File: config.mk
export PLATFORM = sky130hd
export DESIGN_NAME = addcmp_ge
export DESIGN_NICKNAME = d
export VERILOG_FILES = /design/src/rtl/addcmp_pkg.sv /design/src/rtl/addcmp_csa_row.sv /design/src/rtl/addcmp_ripple.sv /design/src/rtl/addcmp_delay.sv /design/src/rtl/addcmp_ge.sv
export SDC_FILE = /design/constraint.sdc
export NUM_CORES = 1
export LEC_CHECK = 0
export BUFFER_PORTS_ARGS = -buffer_cell sky130_fd_sc_hd__buf_2
export CORE_AREA = 4 4 41 43
export CTS_CLUSTER_DIAMETER = 100
export DETAILED_ROUTE_END_ITERATION = 12
export DIE_AREA = 0 0 45 47
export PLACE_DENSITY = 0.62
export SYNTH_ARGS = -nofsm -noshare
export SYNTH_HDL_FRONTEND = slang
export SYNTH_SLANG_ARGS = --single-unit
File: constraint.sdc
create_clock -name clk -period 5.1 [get_ports clk]
set_input_delay 1.02 -clock clk [delete_from_list [all_inputs] [get_ports clk]]
set_output_delay 1.02 -clock clk [all_outputs]
set_load 0.05 [all_outputs]
File: src/rtl/addcmp_pkg.sv
package addcmp_pkg;

    // Guard bits added above the operand width so that a + b - c never overflows.
    localparam int unsigned GUARD_BITS = 2;

    typedef struct packed {
        logic sum;
        logic carry;
    } fa_res_t;

    function automatic fa_res_t full_add(input logic x, input logic y, input logic z);
        fa_res_t r;
        r.sum   = x ^ y ^ z;
        r.carry = (x & y) | (x & z) | (y & z);
        return r;
    endfunction

endpackage

File: src/rtl/addcmp_csa_row.sv
module addcmp_csa_row
    import addcmp_pkg::*;
#(
    parameter int unsigned W = 10
) (
    input  logic [W-1:0] in_x,
    input  logic [W-1:0] in_y,
    input  logic [W-1:0] in_z,
    output logic [W-1:0] sum_o,
    output logic [W-1:0] cy_o
);

    // The carry word is already shifted one place to the left. Bit 0 is free;
    // the ripple stage feeds its carry-in there instead.
    assign cy_o[0] = 1'b0;

    for (genvar i = 0; i < W; i++) begin : g_cell
        if (i < W - 1) begin : g_full
            fa_res_t r;
            assign r          = full_add(in_x[i], in_y[i], in_z[i]);
            assign sum_o[i]   = r.sum;
            assign cy_o[i+1]  = r.carry;
        end else begin : g_top
            // The carry out of the top bit falls outside the modulo-2^W result.
            assign sum_o[i] = in_x[i] ^ in_y[i] ^ in_z[i];
        end
    end

endmodule

File: src/rtl/addcmp_ripple.sv
module addcmp_ripple
    import addcmp_pkg::*;
#(
    parameter int unsigned W = 10
) (
    input  logic [W-1:0] in_p,
    input  logic [W-1:0] in_q,
    input  logic         cin,
    output logic [W-1:0] sum_o
);

    // chain[i] is the carry into bit i.
    logic [W-1:0] chain;
    assign chain[0] = cin;

    for (genvar i = 0; i < W; i++) begin : g_bit
        if (i < W - 1) begin : g_mid
            fa_res_t r;
            assign r          = full_add(in_p[i], in_q[i], chain[i]);
            assign sum_o[i]   = r.sum;
            assign chain[i+1] = r.carry;
        end else begin : g_msb
            assign sum_o[i] = in_p[i] ^ in_q[i] ^ chain[i];
        end
    end

endmodule

File: src/rtl/addcmp_delay.sv
module addcmp_delay #(
    parameter int unsigned STAGES = 1
) (
    input  logic clk,
    input  logic rst,
    input  logic d_i,
    output logic q_o
);

    logic [STAGES:0] line;
    assign line[0] = d_i;

    for (genvar s = 0; s < STAGES; s++) begin : g_stage
        always_ff @(posedge clk) begin
            if (rst) begin
                line[s+1] <= 1'b0;
            end else begin
                line[s+1] <= line[s];
            end
        end
    end

    assign q_o = line[STAGES];

endmodule

File: src/rtl/addcmp_ge.sv
module addcmp_ge
    import addcmp_pkg::*;
#(
    parameter int unsigned WIDTH   = 8,
    parameter int unsigned LATENCY = 1
) (
    input  logic             clk,
    input  logic             rst,
    input  logic [WIDTH-1:0] op_a,
    input  logic [WIDTH-1:0] op_b,
    input  logic [WIDTH-1:0] op_c,
    output logic             ge_o
);

    localparam int unsigned XW = WIDTH + GUARD_BITS;

    logic [XW-1:0] ext_a, ext_b, ext_cn;
    logic [XW-1:0] csa_sum, csa_cy;
    logic [XW-1:0] diff;
    logic          flag;

    // Sign-extend all three operands. The third one is inverted here; its +1
    // arrives as the ripple carry-in.
    assign ext_a  = {{GUARD_BITS{op_a[WIDTH-1]}}, op_a};
    assign ext_b  = {{GUARD_BITS{op_b[WIDTH-1]}}, op_b};
    assign ext_cn = ~{{GUARD_BITS{op_c[WIDTH-1]}}, op_c};

    addcmp_csa_row #(.W(XW)) u_csa (
        .in_x  (ext_a),
        .in_y  (ext_b),
        .in_z  (ext_cn),
        .sum_o (csa_sum),
        .cy_o  (csa_cy)
    );

    addcmp_ripple #(.W(XW)) u_rip (
        .in_p  (csa_sum),
        .in_q  (csa_cy),
        .cin   (1'b1),
        .sum_o (diff)
    );

    // A non-negative difference means the sum reaches the third operand.
    assign flag = ~diff[XW-1];

    addcmp_delay #(.STAGES(LATENCY)) u_dly (
        .clk (clk),
        .rst (rst),
        .d_i (flag),
        .q_o (ge_o)
    );

endmodule

* After elaboration in Yosys (flattened, before gate mapping)
Cells that the tools add are included.
Storage, ports and cells: logic and storage cells 107, output and inout bits 1, register bits 1
Cells by class: bitwise operators 106
Operator list (count):
- 1-bit bitwise AND | 50
- 1-bit bitwise OR | 34
- 1-bit bitwise XOR | 20
- 10-bit NOT | 1
- 1-bit NOT | 1

* Logic depth before layout (Yosys ltp)
Gate-level depths: netlist (run 1).
word-level depth 30, gate-level depth with buffers 8, mapped depth without buffers 8

* Hierarchy
From an unflattened synthesis (run 1), not the netlist that was laid out.
Second synthesis, totals: cells, all modules 39, area, all modules 509.2 µm²
Modules (own cells, without submodules):
- addcmp_ripple | times used 1, area an instance 222.7 µm², cells an instance 15
- addcmp_csa_row | times used 1, area an instance 215.2 µm², cells an instance 12
- addcmp_ge | times used 1, area an instance 37.5 µm², cells an instance 10
- addcmp_delay | times used 1, area an instance 33.8 µm², cells an instance 2

* Worst setup path before layout (run 1)
OpenSTA, ideal clock, no wires.
kind input -> register, start point input op_a[7], end point register u_dly.line[1] (netlist: u_dly.q_o), arrival time 2642 ps, setup slack 2365 ps, stages 8, library setup time 93 ps, required time 5007 ps, cell sequence inv_1 -> fa_1 -> inv_1 -> ha_1 -> nor2b_1 -> nand2_1 -> or3_2 -> o311ai_2
Between the ends: word-level cells in the longest chain between the ends 10
RTL lines:
- start, declared | RTL line addcmp_ge.sv:9 | input logic [WIDTH-1:0] op_a,
- 1-bit bitwise XOR | RTL line addcmp_pkg.sv:13, addcmp_csa_row.sv:25
- 1-bit bitwise XOR | RTL line addcmp_pkg.sv:13 | r.sum = x ^ y ^ z;
- 1-bit bitwise AND | RTL line addcmp_pkg.sv:14 | r.carry = (x & y) | (x & z) | (y & z);
- 1-bit bitwise OR (2 in series) | RTL line addcmp_pkg.sv:14
- 1-bit bitwise AND | RTL line addcmp_pkg.sv:14
- 1-bit bitwise OR (2 in series) | RTL line addcmp_pkg.sv:14
- 1-bit bitwise XOR * | RTL line addcmp_ripple.sv:23 | assign sum_o[i] = in_p[i] ^ in_q[i] ^ chain[i];
- 1-bit NOT * | RTL line addcmp_ge.sv:44 | assign flag = ~diff[XW-1];
- end signal, assigned by index | RTL line addcmp_delay.sv:18 | line[s+1] <= line[s];
- end, declared | RTL line addcmp_delay.sv:10 | logic [STAGES:0] line;
Every way passes the cells marked *; elsewhere a longest branch is shown, timed or not. A chain may end at the register's enable or synchronous reset.

* Worst setup path in the final report (run 1)
Same ends and word-level chain as after synthesis.

==> key figures, run 1 <==
Run status
  – Outcome: complete, no violations

Floorplanning
  – Die Y: approximately 47 µm
  – Total core area: ~1300 µm²
  – DIE AREA: 2120 µm²
  – Width of the die: ~45 µm
  – Starting Density: a little under a third
  – I/O pin total: 27
  – Row count: 13

Yosys
  – Biggest area consumer among synthesized cells: fa_1
  – Synth unique cells: 16
  – Most frequent cell after synthesis: inv_1
  – Synthesized instance count: between 40 and 50
  – Seq/Total Area, Yosys: between 5 and 6%
  – Syn nets: 83
  – Syn_area_per_cell: 8.24 µm²
  – Post-synth top area share: 40.5%
  – Ys async rst share: 0%
  – Primary FF master, synth: dfxtp_1
  – Flops & latches, synth: 1
  – Synthesized area: 395 µm²
  – Synth Warn #: 0
  – Ranking of synthesized cells by area: fa_1, inv_1, o22ai_1, dfxtp_1, o311ai_2
  – Synth cell count leaders: inv_1, fa_1, o22ai_1, nand2_1
  – EDFF count, synth: 0

Critical path
  – Worst-path maximum fanout: 3
  – Required time of the critical path: between 5 and 6 ns
  – Startpoint Class: input pin
  – Critical path type: input pin to flop
  – Worst EP arrival: between 2 and 3 ns
  – Worst Setup End Kind: flop

Detailed routing
  – Drt total wl: 783 µm
  – Avg Vias per Cell: 4.48
  – Routed length per instance: ~8.8 µm
  – Post-route ant nets: 0
  – TritonRoute pass-1 iters: 3
  – Remaining DRCs: 0
  – Starting DRC count in detailed routing: 2
  – Via count: 399

Final layout
  – Max FFs per register: 1
  – Fin nets: 111
  – Utilization after layout: between 40% and 50%
  – N_diodes: 0
  – Fin cells: 89
  – Share of layout cells above drive strength 1: 40.5%
  – Area occupied by multi-input gates: between 300 and 400 µm²
  – Area added between synthesis and finish: 37.7%
  – Fill cells: 145
  – Register area: between 20 and 25 µm²

Clock network
  – Reg clk slew, reported paths: 0 ns
  – Setup Buffers After CTS: 0
  – Post-CTS sizing: 0
  – Hold buffers post-CTS: 0

Flow run
  – Max Cap Violations: 0

STA
  – Worst slew margin: ~80%
  – Period Utilization, post-route: about 57%
  – Max Fclk: 0.346 GHz
  – Final setup vio count: 0
  – Final Max Tran Viols: 0
  – Final worst slack: between 2 and 2.5 ns
  – Setup TNS: 0 ns
  – Worst slew pin tran: 0.319 ns
  – Min cycle time layout: roughly 2.9 ns
  – Final Hold Vio Count: 0
  – RSZ-0062 raised after global routing: no

Min path
  – Hold WC Path Type: input pin to flop

Global routing
  – Vias in the first global route: about 370
  – Gr ovfl total: 0
  – Total GRT Usage: between 8 and 9%
  – Initial antenna violation count: 0
  – Global-route wire length before repair: roughly 1400 µm
  – Largest net degree at the start of global routing: 4

Placement
  – I/O Buffers: 26
  – Placement Setup Slack: between 2 and 2.5 ns
  – Routability Congestion: between 0.7 and 0.8
  – HPWL Detailed: slightly below 800 µm
  – Placed Cells incl. Taps: 89

Power
  – Cell Pwr Density: 143 nW/µm²
  – Maximum vdd drop: between 0.00005 and 0.00006 V
  – Lkg Pwr: between 0.3 and 0.4 nW
-- report_power, final --
part / leakage, nW / switching [mW] / internal (mW)
registers: 0.00836 / 0.000531 / 0.0106
clock network: 0 / 0 / 0
logic: 0.306 / 0.0368 / 0.0298
-- metal layers --
| metal | vias to the layer above | wire length (µm) | GRT usage (%) |
|---|---|---|---|
| met2 | 20 | 386 | 15.8 |
| met1 | 177 | 281 | 10.4 |
| met4 | 0 | 0 | 0 |
| met5 | - | 0 | 0 |
| met3 | 0 | 115 | 0.766 |
| li1 | 202 | - | - |
-- cells in the final DEF (no fill, tap or decap), types with 2 or more instances in the layout --
| cell type | Yosys | layout |
|---|---|---|
| a22oi_1 | 2 | 2 |
| buf_2 | 0 | 26 |
| fa_1 | 8 | 8 |
| inv_1 | 19 | 19 |
| nand2_1 | 3 | 3 |
| o21ai_0 | 2 | 2 |
| o22ai_1 | 4 | 4 |
-- final cells by class --
class / instances / share of cell area, %
inverter: 19 / 13.1
multi-input combinational: 28 / 55.9
sequential: 1 / 3.68
tap: 15 / 3.45
timing repair buffer: 26 / 23.9
-- logic make-up (layout without fill, tap and decap cells) --
family	after synthesis	after routing	synth area share, %
compound gates	11	11	21.5
fa+ha+maj	10	10	46.5
buf+inv	19	45	18.0
flops	1	1	5.06
simple gates	7	7	8.86
-- through the flow --
step	power [mW]	cell area (µm²)	hold slack [ns]
2_1_floorplan	0.0591	395	1.26
3_3_place_gp	0.0775	544	1.39
3_5_place_dp	0.0786	544	1.39
4_1_cts	0.0791	544	1.39
5_1_grt	0.0882	544	1.40
6_report	0.0776	544	1.38
-- path summary, 6_finish.rpt --
path | startpoint | end | depth (start not counted)
min | rst | u_dly.q_o | 3
max | op_a[7] | u_dly.q_o | 9
-- worst max-delay path, cell delays in order --
cell and delay (ns):
buf_2 0.08, inv_1 0.04, fa_1 0.56, inv_1 0.05, ha_1 0.29, nor2b_1 0.17, nand2_1 0.06, or3_2 0.42
o311ai_2 0.09
(Power assumes the default switching activity.)
==> run 2: changes to the inputs <==
Settings changed: PLACE_DENSITY 0.62 to 0.64.
Clock period 5.1 ns to 2.34 ns, I/O delays scaled along.
==> key figures, run 2 (synthesis gave the netlist of run 1 again) <==
Critical path
  – CP Cell Sequence: buf_2 > fa_1 > inv_2 > ha_4 > or3_4 > o22ai_1 > a31oi_1 > o311ai_2
  – Crit path buffers/inverters: 2
  – Startpoint Class: input pin
  – Worst path slowest cell: fa_1
  – Delay-heaviest family, CP: adder cells
  – Worst stage delay on the critical path: between 0.5 and 0.6 ns
  – Worst EP arrival: ~2.1 ns
  – Critical path type: input pin to flop
  – Worst Setup End Kind: flop
  – Worst-path maximum fanout: 3
  – Required time of the critical path: 2.24 ns

Global routing
  – Global-route wire length before repair: between 1000 and 1500 µm
  – Vias in the first global route: about 390
  – Largest net degree at the start of global routing: 4
  – Initial antenna violation count: 0
  – Gr ovfl total: 0
  – Total GRT Usage: between 8 and 9%

Detailed routing
  – Routed length per instance: 9.56 µm
  – Avg Vias per Cell: 4.48
  – Remaining DRCs: 0
  – Post-route ant nets: 0
  – Starting DRC count in detailed routing: 6
  – Via count: roughly 400
  – Drt total wl: roughly 850 µm
  – TritonRoute pass-1 iters: 2

STA
  – RSZ-0062 raised after global routing: no
  – Setup TNS: 0 ns
  – Final setup vio count: 0
  – Final worst slack: a little over 0.1 ns
  – Max Fclk: 0.447 GHz
  – Period Utilization, post-route: a little over nine tenths
  – Final Hold Vio Count: 0
  – Worst slew margin: approximately 79%
  – Final Max Tran Viols: 0
  – Worst slew pin tran: 0.313 ns
  – Min cycle time layout: about 2.2 ns

Min path
  – Hold WC Path Type: input pin to flop

Final layout
  – Share of layout cells above drive strength 1: a little under half
  – Leading cell type in the layout, fill and taps excluded: buf_2
  – Fin nets: between 100 and 150
  – Final Cell Area: roughly 570 µm²
  – Area added between synthesis and finish: 44.9%
  – Max FFs per register: 1
  – N_diodes: 0
  – Fill cells: around 150
  – Most frequent cells in the layout: buf_2, inv_1, fa_1, o22ai_1, nand2_1
  – Utilization after layout: between 40% and 50%

Placement
  – I/O Buffers: 26
  – HPWL Detailed: between 700 and 800 µm
  – Placement Setup Slack: -0.0107 ns
  – Placed cell area: 544 µm²
  – Routability Congestion: between 0.6 and 0.7

Run status
  – Outcome: complete, no violations

Power
  – Cell Pwr Density: about 320 nW/µm²
  – Maximum vdd drop: around 0.00010 V
  – Lkg Pwr: roughly 0.32 nW
  – Total design power: ~190 µW

Floorplanning
  – Width of the die: 45 µm
  – Row count: 13
  – Total core area: approximately 1300 µm²
  – Starting Density: 30.4%
  – Die Y: approximately 47 µm
  – I/O pin total: 27
  – DIE AREA: between 2000 and 2500 µm²

Flow run
  – Max Cap Violations: 0

Clock network
  – Reg clk slew, reported paths: 0 ns
## run 2: power by group
group	internal [mW]	switching [mW]	leakage, nW
clock network	0	0	0
registers	0.0230	0.000998	0.00836
logic	0.0754	0.0863	0.312
## run 2: worst min-delay path: cells and delay by family
family / cells / cell delay, ns
simple gates: 1 / 0.13
buf+inv: 1 / 0.12
compound gates: 1 / 0.07
## run 2: area by class of cell
| cell class | count | area, µm² | share of cell area, % |
|---|---|---|---|
| flip-flops and latches | 1 | 20.0 | 3.49 |
| inverters | 19 | 71.3 | 12.4 |
| multi-input cells | 28 | 333 | 58.1 |
| well taps | 15 | 18.8 | 3.28 |
| repair buffers | 26 | 130 | 22.7 |
## run 2: repair_timing
item | CTS | global route
buffers inserted | 0 | 0
pin swaps | 0 | 1
resized for setup | 1 | 5
endpoints found under the setup margin | 1 | 1
endpoints found under the hold margin | 0 | 0
gates cloned | 0 | 0
hold buffers | 0 | 0
## run 2: through the flow
step | instances | hold slack, ns
2_1_floorplan | 48 | 0.706
3_3_place_gp | 89 | 0.835
3_5_place_dp | 89 | 0.846
4_1_cts | 89 | 0.856
5_1_grt | 89 | 0.872
6_report | 89 | 0.855
## run 2: final timing paths
path	end	slack, ns	depth (start not counted)	startpoint
max	u_dly.q_o	0.10	8	op_c[7]
min	u_dly.q_o	0.86	3	rst
## run 2: per-layer routing
layer  GRT usage [%]  routed length, µm  part of all wire (%)  vias up
li1                -                  -                     -      203
met5               0                  0                     0        -
met3           0.766                108                    13        0
met1            10.4                313                    37      177
met2            16.4                428                    50       19
met4               0                  0                     0        0
